==> src/rtl/gpio_odrv_pkg.sv <==
package gpio_odrv_pkg;
  localparam int ADDR_W = 8;
  localparam logic [ADDR_W-1:0] OFS_SET     = 8'h00;
  localparam logic [ADDR_W-1:0] OFS_CLR     = 8'h04;
  localparam logic [ADDR_W-1:0] OFS_DATA    = 8'h08;
  localparam logic [ADDR_W-1:0] OFS_WEN_ON  = 8'h0C;
  localparam logic [ADDR_W-1:0] OFS_WEN_OFF = 8'h10;
  localparam logic [ADDR_W-1:0] OFS_WEN_ST  = 8'h14;
  localparam logic [ADDR_W-1:0] OFS_OD_ON   = 8'h18;
  localparam logic [ADDR_W-1:0] OFS_OD_OFF  = 8'h1C;
  localparam logic [ADDR_W-1:0] OFS_OD_ST   = 8'h20;
  localparam logic [ADDR_W-1:0] OFS_PIN     = 8'h24;
endpackage

==> src/rtl/gpio_sc_mask.sv <==
// Per-bit mask register with separate set and clear strobes.
module gpio_sc_mask #(
  parameter int W = 32
) (
  input  logic         clk,
  input  logic         rst_n,
  input  logic         on_we,
  input  logic         off_we,
  input  logic [W-1:0] wdata,
  output logic [W-1:0] q
);
  logic [W-1:0] q_d;

  always_comb begin
    q_d = q;
    if (on_we)  q_d = q | wdata;
    if (off_we) q_d = q & ~wdata;
  end

  always_ff @(posedge clk or negedge rst_n) begin
    if (!rst_n) q <= '0;
    else if (on_we || off_we) q <= q_d;
  end
endmodule

==> src/rtl/gpio_out_data.sv <==
// Output data register: set, clear and permission-masked direct load.
module gpio_out_data #(
  parameter int W = 32
) (
  input  logic         clk,
  input  logic         rst_n,
  input  logic         set_we,
  input  logic         clr_we,
  input  logic         dat_we,
  input  logic [W-1:0] wdata,
  input  logic [W-1:0] wen,
  output logic [W-1:0] q
);
  logic [W-1:0] q_d;
  logic         upd;

  assign upd = set_we | clr_we | dat_we;

  always_comb begin
    q_d = q;
    if (set_we) q_d = q | wdata;
    if (clr_we) q_d = q & ~wdata;
    if (dat_we) q_d = (q & ~wen) | (wdata & wen);
  end

  always_ff @(posedge clk or negedge rst_n) begin
    if (!rst_n) q <= '0;
    else if (upd) q <= q_d;
  end
endmodule

==> src/rtl/gpio_line_drv.sv <==
// Per-line source selection and push-pull / open-drain drive.
module gpio_line_drv #(
  parameter int W = 32
) (
  input  logic [W-1:0] odata,
  input  logic [W-1:0] out_en,
  input  logic [W-1:0] od,
  input  logic [W-1:0] periph_sel,
  input  logic [W-1:0] periph_out,
  input  logic [W-1:0] periph_oe,
  output logic [W-1:0] pad_out,
  output logic [W-1:0] pad_oe
);
  for (genvar i = 0; i < W; i++) begin : g_line
    logic src_d;
    logic src_oe;
    always_comb begin
      src_d  = periph_sel[i] ? periph_out[i] : odata[i];
      src_oe = periph_sel[i] ? periph_oe[i]  : out_en[i];
      if (od[i]) begin
        pad_out[i] = 1'b0;
        pad_oe[i]  = src_oe & ~src_d;
      end else begin
        pad_out[i] = src_d;
        pad_oe[i]  = src_oe;
      end
    end
  end
endmodule

==> src/rtl/gpio_pin_sample.sv <==
// Two-flop synchronizer; the second flop is the pin word, held while clock is gated.
module gpio_pin_sample #(
  parameter int W = 32
) (
  input  logic         clk,
  input  logic         rst_n,
  input  logic         clk_en,
  input  logic [W-1:0] pad_in,
  output logic [W-1:0] pin
);
  logic [W-1:0] meta_q;

  always_ff @(posedge clk or negedge rst_n) begin
    if (!rst_n) meta_q <= '0;
    else        meta_q <= pad_in;
  end

  always_ff @(posedge clk or negedge rst_n) begin
    if (!rst_n)      pin <= '0;
    else if (clk_en) pin <= meta_q;
  end
endmodule

==> src/rtl/gpio_odrv_bank.sv <==
module gpio_odrv_bank
  import gpio_odrv_pkg::*;
#(
  parameter int LINES = 32
) (
  input  logic              clk,
  input  logic              rst_n,
  input  logic              psel,
  input  logic              penable,
  input  logic              pwrite,
  input  logic [ADDR_W-1:0] paddr,
  input  logic [LINES-1:0]  pwdata,
  output logic [LINES-1:0]  prdata,
  input  logic              clk_en,
  input  logic [LINES-1:0]  out_en,
  input  logic [LINES-1:0]  periph_sel,
  input  logic [LINES-1:0]  periph_out,
  input  logic [LINES-1:0]  periph_oe,
  input  logic [LINES-1:0]  pad_in,
  output logic [LINES-1:0]  pad_out,
  output logic [LINES-1:0]  pad_oe
);
  localparam int W = LINES;

  logic [1:0]   rst_pipe;
  logic         rst_sync_n;
  logic         wr_acc;
  logic [W-1:0] odata;
  logic [W-1:0] wen;
  logic [W-1:0] od;
  logic [W-1:0] pin;

  always_ff @(posedge clk or negedge rst_n) begin
    if (!rst_n) rst_pipe <= 2'b00;
    else        rst_pipe <= {rst_pipe[0], 1'b1};
  end
  assign rst_sync_n = rst_pipe[1];

  assign wr_acc = psel & penable & pwrite;

  gpio_out_data #(.W(W)) u_odata (
    .clk    (clk),
    .rst_n  (rst_sync_n),
    .set_we (wr_acc && paddr == OFS_SET),
    .clr_we (wr_acc && paddr == OFS_CLR),
    .dat_we (wr_acc && paddr == OFS_DATA),
    .wdata  (pwdata),
    .wen    (wen),
    .q      (odata)
  );

  gpio_sc_mask #(.W(W)) u_wen (
    .clk    (clk),
    .rst_n  (rst_sync_n),
    .on_we  (wr_acc && paddr == OFS_WEN_ON),
    .off_we (wr_acc && paddr == OFS_WEN_OFF),
    .wdata  (pwdata),
    .q      (wen)
  );

  gpio_sc_mask #(.W(W)) u_od (
    .clk    (clk),
    .rst_n  (rst_sync_n),
    .on_we  (wr_acc && paddr == OFS_OD_ON),
    .off_we (wr_acc && paddr == OFS_OD_OFF),
    .wdata  (pwdata),
    .q      (od)
  );

  gpio_line_drv #(.W(W)) u_drv (
    .odata      (odata),
    .out_en     (out_en),
    .od         (od),
    .periph_sel (periph_sel),
    .periph_out (periph_out),
    .periph_oe  (periph_oe),
    .pad_out    (pad_out),
    .pad_oe     (pad_oe)
  );

  gpio_pin_sample #(.W(W)) u_pin (
    .clk    (clk),
    .rst_n  (rst_sync_n),
    .clk_en (clk_en),
    .pad_in (pad_in),
    .pin    (pin)
  );

  always_comb begin
    prdata = '0;
    if (psel && !pwrite) begin
      case (paddr)
        OFS_DATA:   prdata = odata;
        OFS_WEN_ST: prdata = wen;
        OFS_OD_ST:  prdata = od;
        OFS_PIN:    prdata = pin;
        default:    prdata = '0;
      endcase
    end
  end
endmodule

==> config.mk <==
export PLATFORM = sky130hd
export DESIGN_NAME = gpio_odrv_bank
export DESIGN_NICKNAME = d
export VERILOG_FILES = /design/src/rtl/gpio_odrv_pkg.sv /design/src/rtl/gpio_sc_mask.sv /design/src/rtl/gpio_out_data.sv /design/src/rtl/gpio_line_drv.sv /design/src/rtl/gpio_pin_sample.sv /design/src/rtl/gpio_odrv_bank.sv
export SDC_FILE = /design/constraint.sdc
export NUM_CORES = 1
export LEC_CHECK = 0
export ABC_AREA = 1
export CORE_ASPECT_RATIO = 1.1
export CORE_UTILIZATION = 35
export DETAILED_ROUTE_END_ITERATION = 8
export GPL_TIMING_DRIVEN = 0
export HOLD_SLACK_MARGIN = 0.1
export PLACE_DENSITY_LB_ADDON = 0.3
export SYNTH_ARGS = -nofsm -noshare
export SYNTH_HDL_FRONTEND = slang
export SYNTH_SLANG_ARGS = --single-unit
==> constraint.sdc <==
create_clock -name clk -period 4.7 [get_ports clk]
set_input_delay 0.94 -clock clk [delete_from_list [all_inputs] [get_ports clk]]
set_output_delay 0.94 -clock clk [all_outputs]
set_load 0.01 [all_outputs]
* Word-level counts from Yosys, hierarchy flattened
Index checks and enable logic that the tools add are counted.
Word-level totals: output and inout port bits 96, memory bits (writable) 0, register bits 162, logic and storage cells 249, memory bits (read-only) 0, memories kept 0, bits in latches 0, input bits 206
Operators by class: add/subtract/negate cells 0, bitwise gates (word level) 79, shift-type cells 0, multiply operators 0, equal/unequal tests 9, div/mod/pow operators 0, mux-type cells 137, order comparisons 0, reduce and logical (&&, ||, !) cells 18
Operator list (number):
- 32-bit 2-to-1 mux | 8
- 32-bit bitwise AND | 5
- 1-bit 2-to-1 mux | 128
- 32-bit bitwise OR | 4
- 32-bit one-hot mux with 4 select lines | 1
- 32-bit inverter | 2
- 1-bit bitwise AND | 34
- 8-bit by 5-bit == test with 1-bit output (second input constant) | 4
- 1-bit inverter | 32
- 8-bit by 4-bit == test with 1-bit output (second input constant) | 2
- 8-bit by 6-bit == test with 1-bit output (second input constant) | 2
- 8-bit by 3-bit == test with 1-bit output (second input constant) | 1
- 1-bit logical AND | 8
- 8-bit logical NOT | 1
- 2-bit AND reduction | 3
- 2-bit nonzero test | 2
- 3-bit nonzero test | 1
- 1-bit logical OR | 2
- 1-bit bitwise OR | 2
- 1-bit logical NOT | 1

* Depth between registers and ports, before layout
Gate-level depths: netlist of run 1.
depth after elaboration 6, depth in mapped cells 10

* Cells and area by module
A second synthesis of run 1 with hierarchy kept.
Second synthesis, totals: cells, all modules 1751, area, all modules 10657.7 µm²
Modules (own cells, without submodules):
- gpio_sc_mask | area each 1570.3 µm², instances 2, sequential area each 800.8 µm², cells each 230
- gpio_out_data | area each 2333.5 µm², instances 1, sequential area each 800.8 µm², cells each 378
- gpio_pin_sample | area each 2093.3 µm², instances 1, sequential area each 1601.5 µm², cells each 168
- gpio_line_drv | area each 1681.6 µm², instances 1, sequential area each 0.0 µm², cells each 416
- gpio_odrv_bank | area each 1408.9 µm², instances 1, sequential area each 50.0 µm², cells each 329

* Worst setup path after synthesis of run 1
OpenSTA, ideal clock, no wires.
path type input -> output, start point input paddr[2], end point output prdata[10], stages on the path 10, data required time 3.760 ns, arrival 1.958 ns, path buffers 3, path slack 1.802 ns, path through buf_4 > inv_2 > nand2_1 > nor2_2 > buf_4 > nand2_2 > nand3_2 > nand2_2 > buf_6 > nor2_1
On the way: cells in the longest elaborated chain, start to end 3, elaborated cells on any way between the ends 6
Ends and longest elaborated chain:
- start: declaration | line gpio_odrv_bank.sv:11 | input logic [ADDR_W-1:0] paddr,
- 8-bit by 6-bit == test with 1-bit output, or another cell as far along | line gpio_odrv_bank.sv:92 | case (paddr)
- 32-bit one-hot mux with 4 select lines (*) | line gpio_odrv_bank.sv:92
- 32-bit 2-to-1 mux (*) | line gpio_odrv_bank.sv:91 | if (psel && !pwrite) begin
- end: declaration | line gpio_odrv_bank.sv:13 | output logic [LINES-1:0] prdata,
Mark *: on every way between the ends. The rest lies on a longest branch, timed or not.

* Worst setup path after layout of run 1
start point input paddr[7], end point output prdata[25]
Same word-level chain as after synthesis.

==> impl_summary.txt, run 1 <==
----------------------------------------------------
[Synth]
  Flip-flop and latch count after synthesis ... 162
  Main synth FF type ... dfrtp_1
  Unique masters post-synth ... 24
  Syn nets ... 1,414
  Share of synthesized area occupied by flip-flops and latches ... 0.432
  Summed instance area of the synthesized netlist ... 9390 um^2
  Cell count after synthesis ... 1,208
  Count of synthesis-stage warnings from yosys ... 0
  Syn Area/Cell ... 7.77 um^2
  FFs w/ async S/R, synth ... 1.00
  EDFF count, synth ... 0

[GRT]
  Global-route wire length before repair ... 50,300 um
  Remaining Overflow, GRT ... 0
  Overall Global Routing Usage ... 0.243
  Vias in the first global route ... 9,206
  Number of antenna violations at the first check in global routing ... 3
  Maximum number of pins on one net before global-route repair ... 65

[Routing]
  DRT iter0 DRCs ... 693
  Number of vias in the routed layout ... 9,612
  Routed length per instance ... 17.3 um
  DRC ... 0
  Total Wirelength ... 32,700 um
  Via density ... 5.07
  Antenna viol nets, final ... 0
  Pre-Repair DR Iteration Count ... 6

[Clocking]
  Clock sink total ... 162
  Hold_buf cts ... 0
  Clock tree from TritonCTS ... done
  Number of buffers created by CTS ... 17
  Buffers inserted during post-CTS setup optimization ... 0
  H-tree Lvls ... 4
  Library cell used as clock root buffer ... clkbuf_16
  Max Buffers Root-to-Sink ... 2
  Post-CTS clock slew at the launch and capture registers of the worst setup and hold paths ... 0.07 ns
  Post-CTS Resized ... 0
  Clock network latency to the later pin of the worst-skew pair ... 0.43 ns

[Critical path]
  Data arrival time of the critical path ... 3.51 ns
  Critical path data required time ... 3.76 ns
  Critical Path Source Type ... input port
  Start of the worst register-to-register path ... rst_pipe[1]
  Largest fanout of any net on the critical path ... 10
  Endpoint class of the critical path ... primary output
  Worst setup path startpoint ... paddr[7]
  Type of the worst setup path ... in2out

[Timing]
  Clock skew after layout ... 0.00780 ns
  Final setup slack of the worst path ... 0.249 ns
  Final clock period utilization by the worst path ... 0.947
  Count of final setup violators ... 0
  Final-report hold violation count ... 0
  Time the final worst path needs with I/O delays and setup ... 4.45 ns
  Setup TNS Final ... 0 ns
  Worst hold slack ... 0.352 ns
  Worst slew slack as a fraction of its limit ... 0.473
  Achievable Freq ... 225 MHz
  Max-slew violation count ... 0
  Unrepaired setup endpoints after global routing ... false
  Slew of the pin with the lowest slew margin ... 0.790 ns

[Floorplanning]
  Die footprint ... 27,500 um^2
  Placeable core region ... 26,200 um^2
  Die outline height ... 174 um
  Row cnt ... 62
  Initial core utilization ... 0.358
  Horizontal die dimension ... 158 um
  Number of I/O pins ... 302

[Pwr]
  Part of the total power dissipated in combinational logic ... 0.143
  Switching power ... 912 uW
  Worst supply voltage drop on vdd ... 0.000195 V
  Fraction of power spent switching nets ... 0.272
  P_int ... 2.44 mW
  Clock share of power ... 0.410
  Leakage power total ... 6.28 nW
  PwrDens ... 249 nW/um^2
  Total power consumption of the routed design ... 3.35 mW
  Sequential power share ... 0.447

[Placement]
  HPWL reported at the end of detailed placement ... 23,800 um
  Worst-case setup slack after placement ... 0.325 ns
  Placer's final routability congestion estimate ... 0.845
  Cell area after placement ... 12,900 um^2
  DP Cell Count ... 1,861
  Quantity of I/O buffers inserted on ports ... 299

[Min path]
  Hold crit path type ... reg2reg
  Min-delay src ... rst_pipe[0]

[Final layout]
  Ratio of cells with drive above 1 in the final layout ... 0.103
  Design Area, Final ... 13,500 um^2
  Share of the core filled with cells ... 0.513
  Post-layout net count ... 1,734
  Non-filler cells, final ... 1,895
  Post-synthesis to final-layout area growth ... 43.3%

[Job]
  Number of max-cap violations ... 0

[Run status]
  Status ... complete, no violations

----------------------------------------------------
## placed cells by master, fill, tap and decap left out, types with 2 or more instances in the layout
cell type	instances
mux2_2	57
buf_1	6
diode_2	2
buf_2	35
mux2i_1	31
nor2_4	2
clkbuf_16	17
nor2_1	104
clkinv_8	2
clkdlybuf4s50_1	299
buf_4	11
o21ai_1	91
inv_2	4
clkinv_2	2
dfrtp_1	161
buf_16	2
inv_6	6
nor2_2	4
inv_8	3
inv_1	200
nand2_1	174
mux2_1	7
clkbuf_1	12
o21ai_0	69
nand3_1	163
nand4_1	64
buf_6	3
nand2_2	5
## worst paths after layout
check	endpoint	slack, ns	depth (start not counted)
max	prdata[25]	0.25	10
min	rst_pipe[1]	0.35	0
max reg2reg	asynchronous set/reset pin	3.49	1
min reg2reg	rst_pipe[1]	0.35	0
max in group asynchronous	asynchronous set/reset pin	3.49	1
min in group asynchronous	u_pin.meta_q[1]	0.43	0
## Yosys cell counts, types with 6 or more instances
cell | instances | area (um^2)
dfrtp_1 | 162 | 4050
mux2_2 | 57 | 642
buf_1 | 6 | 22.5
nand4_1 | 64 | 400
buf_2 | 35 | 175
o21ai_1 | 91 | 455
mux2i_1 | 31 | 310
nand3_1 | 163 | 816
o21ai_0 | 69 | 345
clkbuf_1 | 12 | 45.0
inv_1 | 200 | 751
buf_4 | 11 | 82.6
nand2_1 | 174 | 653
mux2_1 | 7 | 78.8
nor2_1 | 104 | 390
## worst max-delay path: stages
cell             delay [ns]
clkdlybuf4s50_1        0.42
nor2_1                 0.25
nand2_1                0.18
inv_2                  0.16
buf_1                  0.52
nand3_1                0.16
o21ai_0                0.13
nor2_1                 0.06
nor2_1                 0.12
clkdlybuf4s50_1        0.55
## cells by family (layout without fill, tap and decap cells)
group / count (synthesis) / count (layout) / synth area share
AND/OR/NAND/NOR: 518 / 518 / 0.252
buffers and inverters: 271 / 604 / 0.120
flip-flops: 162 / 162 / 0.432
AO/OA/AOI/OAI: 161 / 161 / 0.0858
multiplexers: 95 / 95 / 0.110
other: 1 / 3 / 0.000399
## power groups by stage
stage               combinational (mW)  clock [mW]  sequential (mW)
finish                           0.480        1.37             1.50
global route                     0.524        1.46             1.51
CTS                              0.483        1.39             1.50
detailed placement               0.481           0             1.53
global placement                 0.450           0             1.54
floorplan                        0.181           0             1.52
## final cells by class
class	count	area [um^2]
antenna	2	5.00
buffer	67	359
clock buffer	17	425
clock inverter	15	145
fill	2544	12800
inverter	204	766
multi-input combinational	775	4210
sequential	162	4060
tap	352	440
timing repair buffer	301	3050
## per-layer routing
layer | GRT usage | part of all wire | vias up
met5 | 0 | 0.00040 | -
met4 | 0.0893 | 0.027 | 2
met3 | 0.0378 | 0.077 | 57
met2 | 0.396 | 0.48 | 434
met1 | 0.323 | 0.42 | 4522
li1 | - | - | 4597
Power figures use the tool's default switching activity.
==> run 2: changes to the inputs <==
--- a/config.mk
+++ b/config.mk
@@ -6,7 +6,7 @@
 export NUM_CORES = 1
 export LEC_CHECK = 0
 export ABC_AREA = 1
-export CORE_ASPECT_RATIO = 1.1
+export CORE_ASPECT_RATIO = 0.7
 export CORE_UTILIZATION = 35
 export DETAILED_ROUTE_END_ITERATION = 8
 export GPL_TIMING_DRIVEN = 0
==> run 2 against run 1 <==
  * Fmax grew 1.5%
  * Critical endpoint is now prdata[20]
  * Sequential cell count is the same
  * Wire length grew 3.1%
  * Combinational power grew 2%
  * Register-to-register slack gained 0.17 ns
  * Sequential share of layout area shrank 0.092 points
  * Clock skew grew 0.0029 ns
  * Clock-buffer cell count grew 2
  * Final area grew 0.31%
  * Utilization grew 0.60 points
  * Non-clock buffer count is the same
  * Worst setup slack gained 0.067 ns
==> impl_summary.txt, run 2 (synthesis gave the netlist of run 1 again) <==
----------------------------------------------------
[Floorplanning]
  Placeable core region ... 26,000 um^2
  Row cnt ... 49
  Die outline height ... 139 um
  Horizontal die dimension ... 198 um
  Number of I/O pins ... 302
  Die footprint ... 27,500 um^2
  Initial core utilization ... 0.361

[Critical path]
  Cell chain of the critical path ... clkdlybuf4s50_1, inv_2, nand2_1, nor2_4, nand2_2, clkbuf_1, o21ai_0, nor2_1, nor2_1, clkdlybuf4s50_1
  CP top delay family ... buffers and inverters
  Reg-to-reg slack, setup ... 3.66 ns
  Cells on worst reg2reg path ... 1
  Delay of the slowest critical-path stage ... 0.56 ns
  Start of the worst register-to-register path ... rst_pipe[1]
  Critical path data required time ... 3.76 ns
  Reg2reg end ... u_pin.meta_q[2]
  Largest fanout of any net on the critical path ... 10
  Critical path's slowest cell ... clkdlybuf4s50_1
  Type of the worst setup path ... in2out
  Endpoint class of the critical path ... primary output
  Critical Path Source Type ... input port
  Data arrival time of the critical path ... 3.44 ns
  Buffers plus inverters on the worst setup path ... 4

[Clocking]
  Clock network latency to the later pin of the worst-skew pair ... 0.43 ns
  Clock tree from TritonCTS ... done
  Buffers inserted during post-CTS setup optimization ... 0
  Clock sink total ... 162
  Hold_buf cts ... 0
  Post-CTS clock slew at the launch and capture registers of the worst setup and hold paths ... 0.07 ns
  Post-CTS Resized ... 0
  H-tree Lvls ... 4
  Number of buffers created by CTS ... 17
  Max Buffers Root-to-Sink ... 2
  Library cell used as clock root buffer ... clkbuf_16

[Timing]
  Unrepaired setup endpoints after global routing ... false
  Worst slew slack as a fraction of its limit ... 0.528
  Achievable Freq ... 228 MHz
  Time the final worst path needs with I/O delays and setup ... 4.38 ns
  Slew of the pin with the lowest slew margin ... 0.708 ns
  Setup TNS Final ... 0 ns
  Max-slew violation count ... 0
  Clock skew after layout ... 0.0107 ns
  Final setup slack of the worst path ... 0.317 ns
  Worst hold slack ... 0.308 ns
  Count of final setup violators ... 0
  Final clock period utilization by the worst path ... 0.933
  Final-report hold violation count ... 0

[Pwr]
  Fraction of power spent switching nets ... 0.246
  Sequential power share ... 0.437
  Clock share of power ... 0.421
  Worst supply voltage drop on vdd ... 0.000233 V
  PwrDens ... 254 nW/um^2
  Part of the total power dissipated in combinational logic ... 0.142
  Switching power ... 841 uW
  Leakage power total ... 6.28 nW
  P_int ... 2.58 mW

[GRT]
  Maximum number of pins on one net before global-route repair ... 67
  Remaining Overflow, GRT ... 0
  Number of antenna violations at the first check in global routing ... 6
  Vias in the first global route ... 9,267
  Overall Global Routing Usage ... 0.248
  Global-route wire length before repair ... 51,500 um

[Run status]
  Status ... complete, no violations

[Placement]
  HPWL reported at the end of detailed placement ... 25,000 um
  Quantity of I/O buffers inserted on ports ... 299
  Placer's final routability congestion estimate ... 0.843
  Worst-case setup slack after placement ... 0.335 ns

[Routing]
  Number of vias in the routed layout ... 9,578
  Total Wirelength ... 33,700 um
  WL met2 ... 15,300 um
  Sum of routed wire segments on met1 ... 14,600 um
  Antenna viol nets, final ... 0
  Routed length per instance ... 17.7 um
  DRC ... 0
  Pre-Repair DR Iteration Count ... 5
  Via density ... 5.04
  Uppermost layer routed ... met5
  DRT iter0 DRCs ... 815
  Routed wl met3 ... 3330 um

[Final layout]
  Post-synthesis to final-layout area growth ... 43.8%
  Number of filler cells placed in the layout ... 2,522
  Area of the multi-input gates ... 4210 um^2
  Sequential cell area in the final layout ... 4060 um^2
  Share of the core filled with cells ... 0.519
  Highest-count cells in the layout ignoring fill and taps ... clkdlybuf4s50_1 (299), inv_1 (200), nand2_1 (174)
  Post-layout net count ... 1,734
  Ratio of cells with drive above 1 in the final layout ... 0.101
  Most frequent standard cell in the layout excluding fill and tap cells ... clkdlybuf4s50_1

[Job]
  Number of max-cap violations ... 0

[Min path]
  Hold crit path type ... reg2async

----------------------------------------------------
[run 2: worst max path at each step]
stage,start,to,cells past startpoint
floorplan,paddr[2],prdata[10],10
global placement,paddr[0],prdata[20],10
detailed placement,paddr[0],prdata[20],10
finish,paddr[3],prdata[20],10
CTS,paddr[1],prdata[20],10
global route,paddr[3],prdata[20],10
[run 2: final cells by class]
class | count | area share
inverter | 204 | 0.0567
antenna | 3 | 0.000556
multi-input combinational | 775 | 0.312
clock inverter | 12 | 0.0119
sequential | 162 | 0.301
buffer | 67 | 0.0266
tap | 357 | 0.0331
clock buffer | 19 | 0.0328
timing repair buffer | 301 | 0.226
[run 2: power by group through the flow]
stage	registers [mW]	clock network, mW	logic (mW)
6_report	1.50	1.44	0.488
5_1_grt	1.50	1.52	0.532
4_1_cts	1.50	1.47	0.491
3_5_place_dp	1.52	0	0.489
3_3_place_gp	1.54	0	0.452
2_1_floorplan	1.52	0	0.181
[run 2: per-stage QoR]
| step | std cells | instance area [um^2] | total power, mW |
|---|---|---|---|
| 2_1_floorplan | 1208 | 9390 | 1.70 |
| 3_3_place_gp | 1864 | 12800 | 1.99 |
| 3_5_place_dp | 1866 | 12900 | 2.01 |
| 4_1_cts | 1897 | 13500 | 3.45 |
| 5_1_grt | 1898 | 13500 | 3.56 |
| 6_report | 1900 | 13500 | 3.43 |
[run 2: layer usage]
metal  GRT usage  vias up
met5           0        -
met4      0.0649        6
met3      0.0710       36
met2       0.388      454
met1       0.334     4478
li1            -     4604
==> run 3: changes to the inputs <==
--- a/config.mk
+++ b/config.mk
@@ -12,6 +12,7 @@
 export GPL_TIMING_DRIVEN = 0
 export HOLD_SLACK_MARGIN = 0.1
 export PLACE_DENSITY_LB_ADDON = 0.3
+export SETUP_SLACK_MARGIN = 0.4
 export SYNTH_ARGS = -nofsm -noshare
 export SYNTH_HDL_FRONTEND = slang
 export SYNTH_SLANG_ARGS = --single-unit
==> run 3 against run 2 <==
  * First-iteration DRC count grew 8.6%
  * Register-to-register slack is essentially flat
  * Utilization grew 0.19 points
  * Clock power is essentially flat
  * Sequential power is essentially flat
  * Worst setup slack gained 0.20 ns
  * Fmax grew 4.8%
  * Combinational power is essentially flat
  * Hold slack gained 0.00059 ns
  * Wire length grew 0.25%
  * Clock skew grew 0.0041 ns
  * Largest cell class unchanged
==> impl_summary.txt, run 3 (synthesis gave the netlist of run 1 again) <==
----------------------------------------------------
[Run status]
  Status ... complete, no violations

[Pwr]
  Leakage power total ... 6.31 nW
  PwrDens ... 253 nW/um^2
  Part of the total power dissipated in combinational logic ... 0.143
  Sequential power share ... 0.436
  Switching power ... 845 uW
  Worst supply voltage drop on vdd ... 0.000235 V
  P_int ... 2.59 mW
  Fraction of power spent switching nets ... 0.246
  Clock share of power ... 0.421

[Placement]
  Placer's final routability congestion estimate ... 0.843
  HPWL reported at the end of detailed placement ... 25,000 um
  Quantity of I/O buffers inserted on ports ... 299

[Timing]
  Achievable Freq ... 239 MHz
  Final clock period utilization by the worst path ... 0.890
  Final-report hold violation count ... 0
  Max-slew violation count ... 0
  Slew of the pin with the lowest slew margin ... 0.726 ns
  Clock skew after layout ... 0.0148 ns
  Count of final setup violators ... 0
  Unrepaired setup endpoints after global routing ... true
  Setup TNS Final ... 0 ns
  Time the final worst path needs with I/O delays and setup ... 4.18 ns
  Worst slew slack as a fraction of its limit ... 0.516

[Job]
  Number of max-cap violations ... 0

[Final layout]
  Highest-count cells in the layout ignoring fill and taps ... clkdlybuf4s50_1 (299), inv_1 (200), nand2_1 (174)
  Most frequent standard cell in the layout excluding fill and tap cells ... clkdlybuf4s50_1
  Post-layout net count ... 1,737
  Share of the core filled with cells ... 0.521
  Ratio of cells with drive above 1 in the final layout ... 0.106
  Post-synthesis to final-layout area growth ... 44.3%

[Critical path]
  Critical path data required time ... 3.76 ns
  Reg2reg end ... u_pin.meta_q[2]
  Largest fanout of any net on the critical path ... 10
  Destination of the critical timing path ... prdata[28]
  Start of the worst register-to-register path ... rst_pipe[1]
  Type of the worst setup path ... in2out
  Reg-to-reg slack, setup ... 3.66 ns
  Worst setup path startpoint ... paddr[1]
  Critical Path Source Type ... input port
  Data arrival time of the critical path ... 3.24 ns
  Endpoint class of the critical path ... primary output
  Cells on worst reg2reg path ... 1

[Clocking]
  Max Buffers Root-to-Sink ... 2
  Clock sink total ... 162
  Post-CTS clock slew at the launch and capture registers of the worst setup and hold paths ... 0.07 ns
  H-tree Lvls ... 4
  Library cell used as clock root buffer ... clkbuf_16
  Number of buffers created by CTS ... 17
  Clock tree from TritonCTS ... done
  Clock network latency to the later pin of the worst-skew pair ... 0.44 ns
  Hold_buf cts ... 0

[Floorplanning]
  Die footprint ... 27,500 um^2
  Initial core utilization ... 0.361
  Horizontal die dimension ... 198 um
  Row cnt ... 49
  Number of I/O pins ... 302
  Placeable core region ... 26,000 um^2
  Die outline height ... 139 um

[GRT]
  Remaining Overflow, GRT ... 0
  Global-route wire length before repair ... 51,500 um
  Overall Global Routing Usage ... 0.248
  Vias in the first global route ... 9,267
  Number of antenna violations at the first check in global routing ... 6
  Maximum number of pins on one net before global-route repair ... 67

[Routing]
  Total Wirelength ... 33,800 um
  Number of vias in the routed layout ... 9,578
  Routed length per instance ... 17.8 um
  Pre-Repair DR Iteration Count ... 5
  Via density ... 5.03
  Antenna viol nets, final ... 0
  DRC ... 0
  DRT iter0 DRCs ... 885

[Min path]
  Hold crit path type ... reg2async

----------------------------------------------------
run 3: power groups by stage:
stage / combinational [mW] / clock (mW) / sequential (mW)
2_1_floorplan: 0.181 / 0 / 1.52
3_3_place_gp: 0.452 / 0 / 1.54
3_5_place_dp: 0.489 / 0 / 1.52
4_1_cts: 0.491 / 1.47 / 1.50
5_1_grt: 0.534 / 1.52 / 1.50
6_report: 0.491 / 1.44 / 1.50
run 3: timing repair:
item | CTS | global route
pin swaps | 0 | 1
setup buffers | 0 | 3
resized for setup | 2 | 12
hold endpoints to repair | 0 | 0
endpoints found under the setup margin | 5 | 30
run 3: critical path, stage by stage:
cell	delay, ns
clkdlybuf4s50_1	0.45
inv_1	0.11
nand2_2	0.14
nor2_4	0.21
nand2_2	0.12
clkbuf_2	0.26
o21ai_0	0.25
nor2_1	0.07
nor2_1	0.14
clkdlybuf4s50_1	0.56
run 3: how the worst min path moves through the flow:
stage / start / end / slack (ns) / cells after the start
after floorplan: rst_pipe[0] / rst_pipe[1] / 0.33 / 0
after global placement: rst_pipe[0] / rst_pipe[1] / 0.34 / 0
after detailed placement: rst_pipe[1] / asynchronous set/reset pin / 0.32 / 0
after CTS: rst_pipe[1] / u_pin.meta_q[25] / 0.32 / 0
after global routing: rst_pipe[1] / u_pin.pin[24] / 0.35 / 0
final: rst_pipe[1] / u_pin.pin[25] / 0.31 / 0
run 3: stage by stage:
| step | instances | setup slack (ns) | instance area [um^2] | total power, mW | hold slack, ns |
|---|---|---|---|---|---|
| after detailed placement | 1866 | 0.335 | 12900 | 2.01 | 0.322 |
| final | 1903 | 0.519 | 13500 | 3.43 | 0.308 |
| after global placement | 1864 | 0.387 | 12800 | 1.99 | 0.340 |
| after CTS | 1897 | 0.414 | 13500 | 3.45 | 0.322 |
| after floorplan | 1208 | 1.80 | 9390 | 1.70 | 0.331 |
| after global routing | 1901 | 0.361 | 13500 | 3.56 | 0.354 |
run 3: final cells by class:
type	instances	area (um^2)
Multi-Input combinational cell	775	4210
Antenna cell	3	7.51
Timing Repair Buffer	304	3070
Clock buffer	19	443
Sequential cell	162	4060
Tap cell	357	447
Clock inverter	12	160
Fill cell	2515	12400
Buffer	67	380
Inverter	204	766
run 3: per-layer routing:
metal / up-vias / global-route usage / part of all wire
li1: 4602 / - / -
met1: 4484 / 0.334 / 0.44
met2: 447 / 0.388 / 0.45
met3: 39 / 0.0710 / 0.096
met4: 6 / 0.0649 / 0.015
met5: - / 0 / 0.0013
